## src/rtl/pio_pkg.sv

```systemverilog
package pio_pkg;
  // register group codes, decoded from address bits 7:4
  typedef enum logic [3:0] {
    GRP_DIR  = 4'h0,
    GRP_POL  = 4'h2,
    GRP_TYP  = 4'h3,
    GRP_IEN  = 4'h4,
    GRP_STS  = 4'h5,
    GRP_BEN  = 4'h6,
    GRP_DIN  = 4'h7,
    GRP_DOUT = 4'h8
  } grp_e;

  localparam int ADDR_W = 8;
  localparam int BANK_W = 2;
endpackage

```

## src/rtl/pio_sync.sv

```systemverilog
module pio_sync #(
  parameter int W      = 1,
  parameter int STAGES = 2
) (
  input  logic         clk,
  input  logic         rst,
  input  logic [W-1:0] d,
  output logic [W-1:0] q
);
  logic [W-1:0] stg [STAGES];

  always_ff @(posedge clk) begin
    if (rst) begin
      for (int i = 0; i < STAGES; i++) stg[i] <= '0;
    end else begin
      stg[0] <= d;
      for (int i = 1; i < STAGES; i++) stg[i] <= stg[i-1];
    end
  end

  assign q = stg[STAGES-1];
endmodule

```

## src/rtl/pio_decode.sv

```systemverilog
module pio_decode
  import pio_pkg::*;
#(
  parameter int NUM_BANKS = 3
) (
  input  logic [ADDR_W-1:0] addr,
  output logic              hit,
  output grp_e              grp,
  output logic [BANK_W-1:0] bank
);
  logic grp_ok;

  assign grp  = grp_e'(addr[7:4]);
  assign bank = addr[3:2];

  always_comb begin
    case (grp)
      GRP_DIR, GRP_POL, GRP_TYP, GRP_IEN,
      GRP_STS, GRP_BEN, GRP_DIN, GRP_DOUT: grp_ok = 1'b1;
      default:                             grp_ok = 1'b0;
    endcase
  end

  assign hit = grp_ok && (addr[1:0] == 2'b00) && (int'(bank) < NUM_BANKS);
endmodule

```

## src/rtl/pio_bank.sv

```systemverilog
module pio_bank
  import pio_pkg::*;
#(
  parameter int PINS = 30
) (
  input  logic            clk,
  input  logic            rst,
  input  logic            wr_stb,
  input  grp_e            wr_grp,
  input  logic [PINS-1:0] wdata,
  input  logic [PINS-1:0] pin_in,
  output logic [PINS-1:0] dir_q,
  output logic [PINS-1:0] pol_q,
  output logic [PINS-1:0] typ_q,
  output logic [PINS-1:0] ien_q,
  output logic [PINS-1:0] sts_q,
  output logic [PINS-1:0] ben_q,
  output logic [PINS-1:0] dout_q,
  output logic [PINS-1:0] din_q,
  output logic            sts_wr,
  output logic            irq_q,
  output logic [PINS-1:0] pin_oe_q,
  output logic [PINS-1:0] pin_out_q
);
  logic [PINS-1:0] prev_q;
  logic [PINS-1:0] rise, fall, lvl_hit, edge_hit, evt;

  pio_sync #(.W(PINS), .STAGES(2)) u_sync (
    .clk(clk), .rst(rst), .d(pin_in), .q(din_q)
  );

  assign rise     = din_q & ~prev_q;
  assign fall     = ~din_q & prev_q;
  assign lvl_hit  = ~(din_q ^ pol_q);
  assign edge_hit = (pol_q & rise) | (~pol_q & fall);
  assign evt      = ben_q & ((typ_q & edge_hit) | (~typ_q & lvl_hit));
  assign sts_wr   = wr_stb && (wr_grp == GRP_STS);

  always_ff @(posedge clk) begin
    if (rst) begin
      dir_q     <= '1;
      pol_q     <= '0;
      typ_q     <= '0;
      ien_q     <= '0;
      sts_q     <= '0;
      ben_q     <= '0;
      dout_q    <= '0;
      prev_q    <= '0;
      irq_q     <= 1'b0;
      pin_oe_q  <= '0;
      pin_out_q <= '0;
    end else begin
      prev_q <= din_q;
      if (wr_stb) begin
        case (wr_grp)
          GRP_DIR:  dir_q  <= wdata;
          GRP_POL:  pol_q  <= wdata;
          GRP_TYP:  typ_q  <= wdata;
          GRP_IEN:  ien_q  <= wdata;
          GRP_BEN:  ben_q  <= wdata;
          GRP_DOUT: dout_q <= wdata;
          default: ;
        endcase
      end
      // event wins over a same-cycle clear
      sts_q     <= (sts_wr ? (sts_q & wdata) : sts_q) | evt;
      irq_q     <= |(dir_q & sts_q & ien_q);
      pin_oe_q  <= ben_q & ~dir_q;
      pin_out_q <= dout_q;
    end
  end
endmodule

```

## src/rtl/pio_multibank.sv

```systemverilog
module pio_multibank
  import pio_pkg::*;
#(
  parameter int NUM_BANKS = 3,
  parameter int PINS      = 30,
  parameter int DATA_W    = 32
) (
  input  logic                      clk,
  input  logic                      rst,
  input  logic                      req_valid,
  input  logic                      req_write,
  input  logic [ADDR_W-1:0]         req_addr,
  input  logic [DATA_W-1:0]         req_wdata,
  output logic                      rd_valid,
  output logic [DATA_W-1:0]         rd_data,
  input  logic [NUM_BANKS*PINS-1:0] pin_in,
  output logic [NUM_BANKS*PINS-1:0] pin_out,
  output logic [NUM_BANKS*PINS-1:0] pin_oe,
  output logic [NUM_BANKS-1:0]      irq
);
  localparam int ALL_W = NUM_BANKS * PINS;

  logic              hit;
  grp_e              grp;
  logic [BANK_W-1:0] bank;
  logic [BANK_W-1:0] bidx;

  logic [PINS-1:0] dir_a [NUM_BANKS];
  logic [PINS-1:0] pol_a [NUM_BANKS];
  logic [PINS-1:0] typ_a [NUM_BANKS];
  logic [PINS-1:0] ien_a [NUM_BANKS];
  logic [PINS-1:0] sts_a [NUM_BANKS];
  logic [PINS-1:0] ben_a [NUM_BANKS];
  logic [PINS-1:0] dout_a[NUM_BANKS];
  logic [PINS-1:0] din_a [NUM_BANKS];

  logic [ALL_W-1:0]     dir_all, ien_all, sts_all, ben_all;
  logic [NUM_BANKS-1:0] sts_wr;

  pio_decode #(.NUM_BANKS(NUM_BANKS)) u_dec (
    .addr(req_addr), .hit(hit), .grp(grp), .bank(bank)
  );

  assign bidx = hit ? bank : '0;

  generate
    if (DATA_W > PINS) begin : g_spare
      logic unused_hi;
      assign unused_hi = ^req_wdata[DATA_W-1:PINS];
    end

    for (genvar b = 0; b < NUM_BANKS; b++) begin : g_bank
      logic wr_stb;
      assign wr_stb = req_valid && req_write && hit && (int'(bank) == b);

      pio_bank #(.PINS(PINS)) u_bank (
        .clk(clk), .rst(rst),
        .wr_stb(wr_stb), .wr_grp(grp), .wdata(req_wdata[PINS-1:0]),
        .pin_in(pin_in[b*PINS +: PINS]),
        .dir_q(dir_a[b]), .pol_q(pol_a[b]), .typ_q(typ_a[b]),
        .ien_q(ien_a[b]), .sts_q(sts_a[b]), .ben_q(ben_a[b]),
        .dout_q(dout_a[b]), .din_q(din_a[b]),
        .sts_wr(sts_wr[b]), .irq_q(irq[b]),
        .pin_oe_q(pin_oe[b*PINS +: PINS]),
        .pin_out_q(pin_out[b*PINS +: PINS])
      );

      assign dir_all[b*PINS +: PINS] = dir_a[b];
      assign ien_all[b*PINS +: PINS] = ien_a[b];
      assign sts_all[b*PINS +: PINS] = sts_a[b];
      assign ben_all[b*PINS +: PINS] = ben_a[b];
    end
  endgenerate

  logic [PINS-1:0] rd_sel;

  always_comb begin
    rd_sel = '0;
    if (hit) begin
      case (grp)
        GRP_DIR:  rd_sel = dir_a[bidx];
        GRP_POL:  rd_sel = pol_a[bidx];
        GRP_TYP:  rd_sel = typ_a[bidx];
        GRP_IEN:  rd_sel = ien_a[bidx];
        GRP_STS:  rd_sel = sts_a[bidx];
        GRP_BEN:  rd_sel = ben_a[bidx];
        GRP_DIN:  rd_sel = din_a[bidx];
        GRP_DOUT: rd_sel = dout_a[bidx];
        default:  rd_sel = '0;
      endcase
    end
  end

  always_ff @(posedge clk) begin
    if (rst) begin
      rd_valid <= 1'b0;
      rd_data  <= '0;
    end else begin
      rd_valid <= req_valid && !req_write;
      if (req_valid && !req_write) rd_data <= DATA_W'(rd_sel);
    end
  end
endmodule

```

## config.mk

```make
export PLATFORM = sky130hd
export DESIGN_NAME = pio_multibank
export DESIGN_NICKNAME = d
export VERILOG_FILES = /design/src/rtl/pio_pkg.sv /design/src/rtl/pio_sync.sv /design/src/rtl/pio_decode.sv /design/src/rtl/pio_bank.sv /design/src/rtl/pio_multibank.sv
export SDC_FILE = /design/constraint.sdc
export NUM_CORES = 2
export LEC_CHECK = 0
export BUFFER_PORTS_ARGS = -buffer_cell sky130_fd_sc_hd__clkbuf_2
export CAP_MARGIN = 20
export CORE_ASPECT_RATIO = 0.6
export CORE_UTILIZATION = 35
export CTS_CLUSTER_DIAMETER = 120
export DETAILED_ROUTE_END_ITERATION = 12
export MAX_ROUTING_LAYER = met4
export PLACE_DENSITY = 0.52
export SKIP_LAST_GASP = 1
export SYNTH_ARGS = -nofsm -noshare
export SYNTH_HDL_FRONTEND = slang
export SYNTH_SLANG_ARGS = --single-unit
export TNS_END_PERCENT = 1
```

## constraint.sdc

```tcl
create_clock -name clk -period 3.21 [get_ports clk]
set_input_delay 0.642 -clock clk [delete_from_list [all_inputs] [get_ports clk]]
set_output_delay 0.642 -clock clk [all_outputs]
set_load 0.005 [all_outputs]
```

==> results.py <==
metrics = {
    "yosys": {
        "most_instantiated_library_cell_after_synthesis": "nand2_1",
        "synth.distinct_cells": 54,
        "ff_latch_count_synth": 1114,
        "average_cell_area_after_synthesis_um2": 8.55,
        "count_of_flip_flops_with_a_built_in_enable_after_synthesis": 0,
        "synthTopCellsByArea": "dfxtp_1, nand2_1, a21oi_1, nor2b_1, mux2i_1",
        "synth_warnings": 0,
        "synth_cells": 5110,
        "cell_type_with_the_largest_total_area_after_synthesis": "dfxtp_1",
        "ys.flop_type": "dfxtp_1",
        "synth_commonest_cells": "nand2_1, dfxtp_1, a21oi_1, nor2b_1, clkbuf_1",
        "yosys.area.top_type_share_pct": 51.0,
        "synth.yosys.seq_area_share_pct": 51.0,
        "synth.cell_area_mm2": 0.0437,
        "synthArstFlopShare_pct": 0,
    },
    "sta": {
        "totalNegativeSetupSlack_ns": 0,
        "rsz0062_at_grt": "no",
        "worst_pin_slew_ns": 1.02,
        "maxSlewViolCount": 0,
        "final.setup_skew_ns": 0.0389,
        "finalHoldViolations": 0,
        "maxClockFrequency_mhz": 366,
        "post-route-min-period_ns": 2.73,
        "report.final.setup_viol": 0,
        "finalHoldWorstSlack_ns": 0.0976,
        "layout_worst_path_cycle_share_pct": 85.0,
        "max-slew-margin-rel_pct": 32.1,
    },
    "layout": {
        "share_of_layout_cells_above_drive_strength_1_pct": 14.6,
        "finalNonFillerCells": 7040,
        "final_nets": 5463,
        "syn2layout_area_growth_pct": 17.9,
    },
    "worst_setup_path": {
        "timing.critical_path.from_type": "primary input",
        "critPathMaxStageDelay_ns": 0.56,
        "worstSetupEndpointType": "register",
        "worst-endpoint-required_ns": 3.84,
        "crit_path_cell_trace": "clkbuf_2 > o21ba_1 > o211a_4 > buf_12 > buf_12 > mux2i_1 > o22ai_1 > nor4_1 > buf_4 > o21ai_1",
        "critical-path-top-delay-family": "compound AO/OA/AOI/OAI gates",
        "path_class": "primary input to register",
        "worstPathBufferInverterCount": 4,
        "timing.critical_path.mode_cell": "buf_12",
        "biggest_fanout_along_the_worst_timing_path": 13,
        "worst_r2r_setup_slack_ns": 0.92,
        "slowest_stage": "nor4_1",
        "worst-endpoint-arrival_ns": 3.36,
    },
    "drt": {
        "routed_wl_um": 169000,
        "first_pass_iters": 6,
        "detailedRoute.firstIterationViolations": 4600,
        "route.vias.total": 38400,
        "routedWlPerCell_um": 24.0,
        "vias_per_cell": 5.45,
        "route.antenna.remaining_nets": 0,
        "route.detailed.drc": 0,
    },
    "pwr": {
        "vdd_drop_max_mv": 0.406,
        "power.density_mw_per_mm2": 563,
        "p_leak_nw": 18.5,
    },
    "run_status": {
        "outcome": "completed",
    },
    "die": {
        "fp.coreArea_mm2": 0.123,
        "initial_utilization_pct": 35.6,
        "ports": 350,
        "dieArea_mm2": 0.126,
        "fp.dieW_um": 458,
        "fp_rows": 99,
        "die-height_um": 276,
    },
    "worst_hold_path": {
        "holdCritPathClass": "primary input to register",
    },
    "placement": {
        "detailedPlacementHpwl_um": 109000,
        "place_inst": 6835,
        "io_buffers": 345,
        "gp_congestion": 0.905,
    },
    "cts": {
        "clock-root-buffer": "clkbuf_16",
        "post_cts_hold_buffer_count": 0,
        "htreeDepth": 3,
        "insertion_delay_ns": 0.76,
        "clkTransAtPathRegs_ns": 0.06,
        "cts_num_sinks": 1114,
        "cts.repair_timing.setup_buffer_count": 0,
        "cts_buffer_depth": 3,
        "cts-resized-gates": 0,
        "cts_tree": "done",
        "cts_inserted_buffers": 108,
    },
    "grt": {
        "busiest_layer": "met2",
        "globalRouteOverflowTotal": 0,
        "grt_usage_pct": 26.7,
        "initial_antenna_violation_count": 8,
        "globalRouteMet2Util_pct": 39.2,
        "grt_max_degree": 151,
        "number_of_global_route_vias_before_repair": 35400,
        "globalRouteMet3Util_pct": 4.43,
        "grt_first_pass_wirelength_um": 243000,
        "global_route.usage.met1_pct": 37.3,
    },
    "flow_run": {
        "maxCapViolCount": 0,
    },
}
final cells by class:
cell class,instances,area [um2]
antenna,5,12.5
clock buffer,147,3080
clock inverter,53,692
fill,12200,71100
inverter,2,7.51
multi-input combinational,3587,19700
sequential,1114,22300
tap,1616,2020
timing repair buffer,516,3710
worst reg2reg max path, delay by kind of cell, from the launching register on:
kind | cells | cell delay, ns
AOI/OAI and AO/OA | 2 | 0.89
and+or+nand+nor | 3 | 0.92
DFF | 1 | 0.34
sequential cells by signal, indices dropped and copies added, names as in the netlist:
name,cells
g_bank.u_bank.ben_q,90
g_bank.u_bank.dir_q,90
g_bank.u_bank.dout_q,90
g_bank.u_bank.ien_q,90
g_bank.u_bank.irq_q,3
g_bank.u_bank.pin_oe_q,90
g_bank.u_bank.pin_out_q,90
g_bank.u_bank.pol_q,90
g_bank.u_bank.prev_q,90
g_bank.u_bank.sts_q,90
g_bank.u_bank.typ_q,90
g_bank.u_bank.u_sync.stg,180
rd_data,30
rd_valid,1
cell usage in the layout (no fill, tap or decap), drive strengths merged, types with 4 or more instances in the layout:
| cell | netlist | layout |
|---|---|---|
| nand3 | 80 | 80 |
| nor3b | 92 | 92 |
| mux4 | 5 | 5 |
| mux2 | 55 | 55 |
| o21ai | 215 | 215 |
| and3 | 13 | 13 |
| a31oi | 13 | 13 |
| a22o | 30 | 30 |
| buf | 125 | 172 |
| nor2 | 26 | 26 |
| nor3 | 96 | 96 |
| a222oi | 48 | 48 |
| mux2i | 174 | 174 |
| clkbuf | 283 | 491 |
| dfxtp | 1114 | 1114 |
| o31ai | 5 | 5 |
| a21oi | 695 | 695 |
| and2 | 4 | 4 |
| diode | 0 | 5 |
| nand2 | 1263 | 1263 |
| a221oi | 6 | 6 |
| clkinv | 0 | 25 |
| nand4 | 12 | 12 |
| a22oi | 35 | 35 |
| inv | 2 | 9 |
| bufinv | 0 | 14 |
| nand3b | 92 | 92 |
| clkinvlp | 0 | 7 |
| nor2b | 460 | 460 |
| nor4 | 36 | 36 |
| o22ai | 113 | 113 |
final timing paths:
kind	endpoint	depth (start not counted)	from
max	rd_data[6]	10	req_addr[6]
min	g_bank[1].u_bank.u_sync.stg[0][9]	2	pin_in[39]
min reg2reg	g_bank[0].u_bank.u_sync.stg[0][41]	1	g_bank[0].u_bank.u_sync.stg[0][11]
max reg2reg	g_bank[2].u_bank.irq_q	5	g_bank[2].u_bank.sts_q[25]
layer usage:
metal / part of all wire (%) / wire, um / up-vias
li1: - / - / 17900
met1: 46 / 76900 / 18600
met2: 43 / 72900 / 1645
met3: 8.3 / 14000 / 267
met4: 2.9 / 4950 / 0
met5: 0 / 0 / -
kinds of logic after synthesis:
logic type             synth area share [%]
AND/OR/NAND/NOR                        24.2
AO/OA/AOI/OAI                          14.9
flip-flops                             51.0
buffers and inverters                  4.20
multiplexers                           5.66
other                               0.00858
through the flow:
step	instance area, um2	worst slack (ns)	power (mW)	util, %
3_3_place_gp	47700	-0.212	15.5	38.9
6_report	51500	0.480	29.0	42.0
3_5_place_dp	47700	-0.219	15.5	38.9
5_1_grt	51500	0.503	29.9	42.0
4_1_cts	51500	0.562	29.2	42.0
2_1_floorplan	43700	0.755	15.0	-
power by group:
| part | switching [mW] | total [mW] | internal (mW) |
|---|---|---|---|
| registers | 0.0964 | 14.1 | 14.0 |
| logic | 0.796 | 1.18 | 0.383 |
| clock network | 5.89 | 13.8 | 7.87 |
| total | 6.79 | 29.0 | 22.2 |
Note: power is estimated with default switching activity, not from simulation.
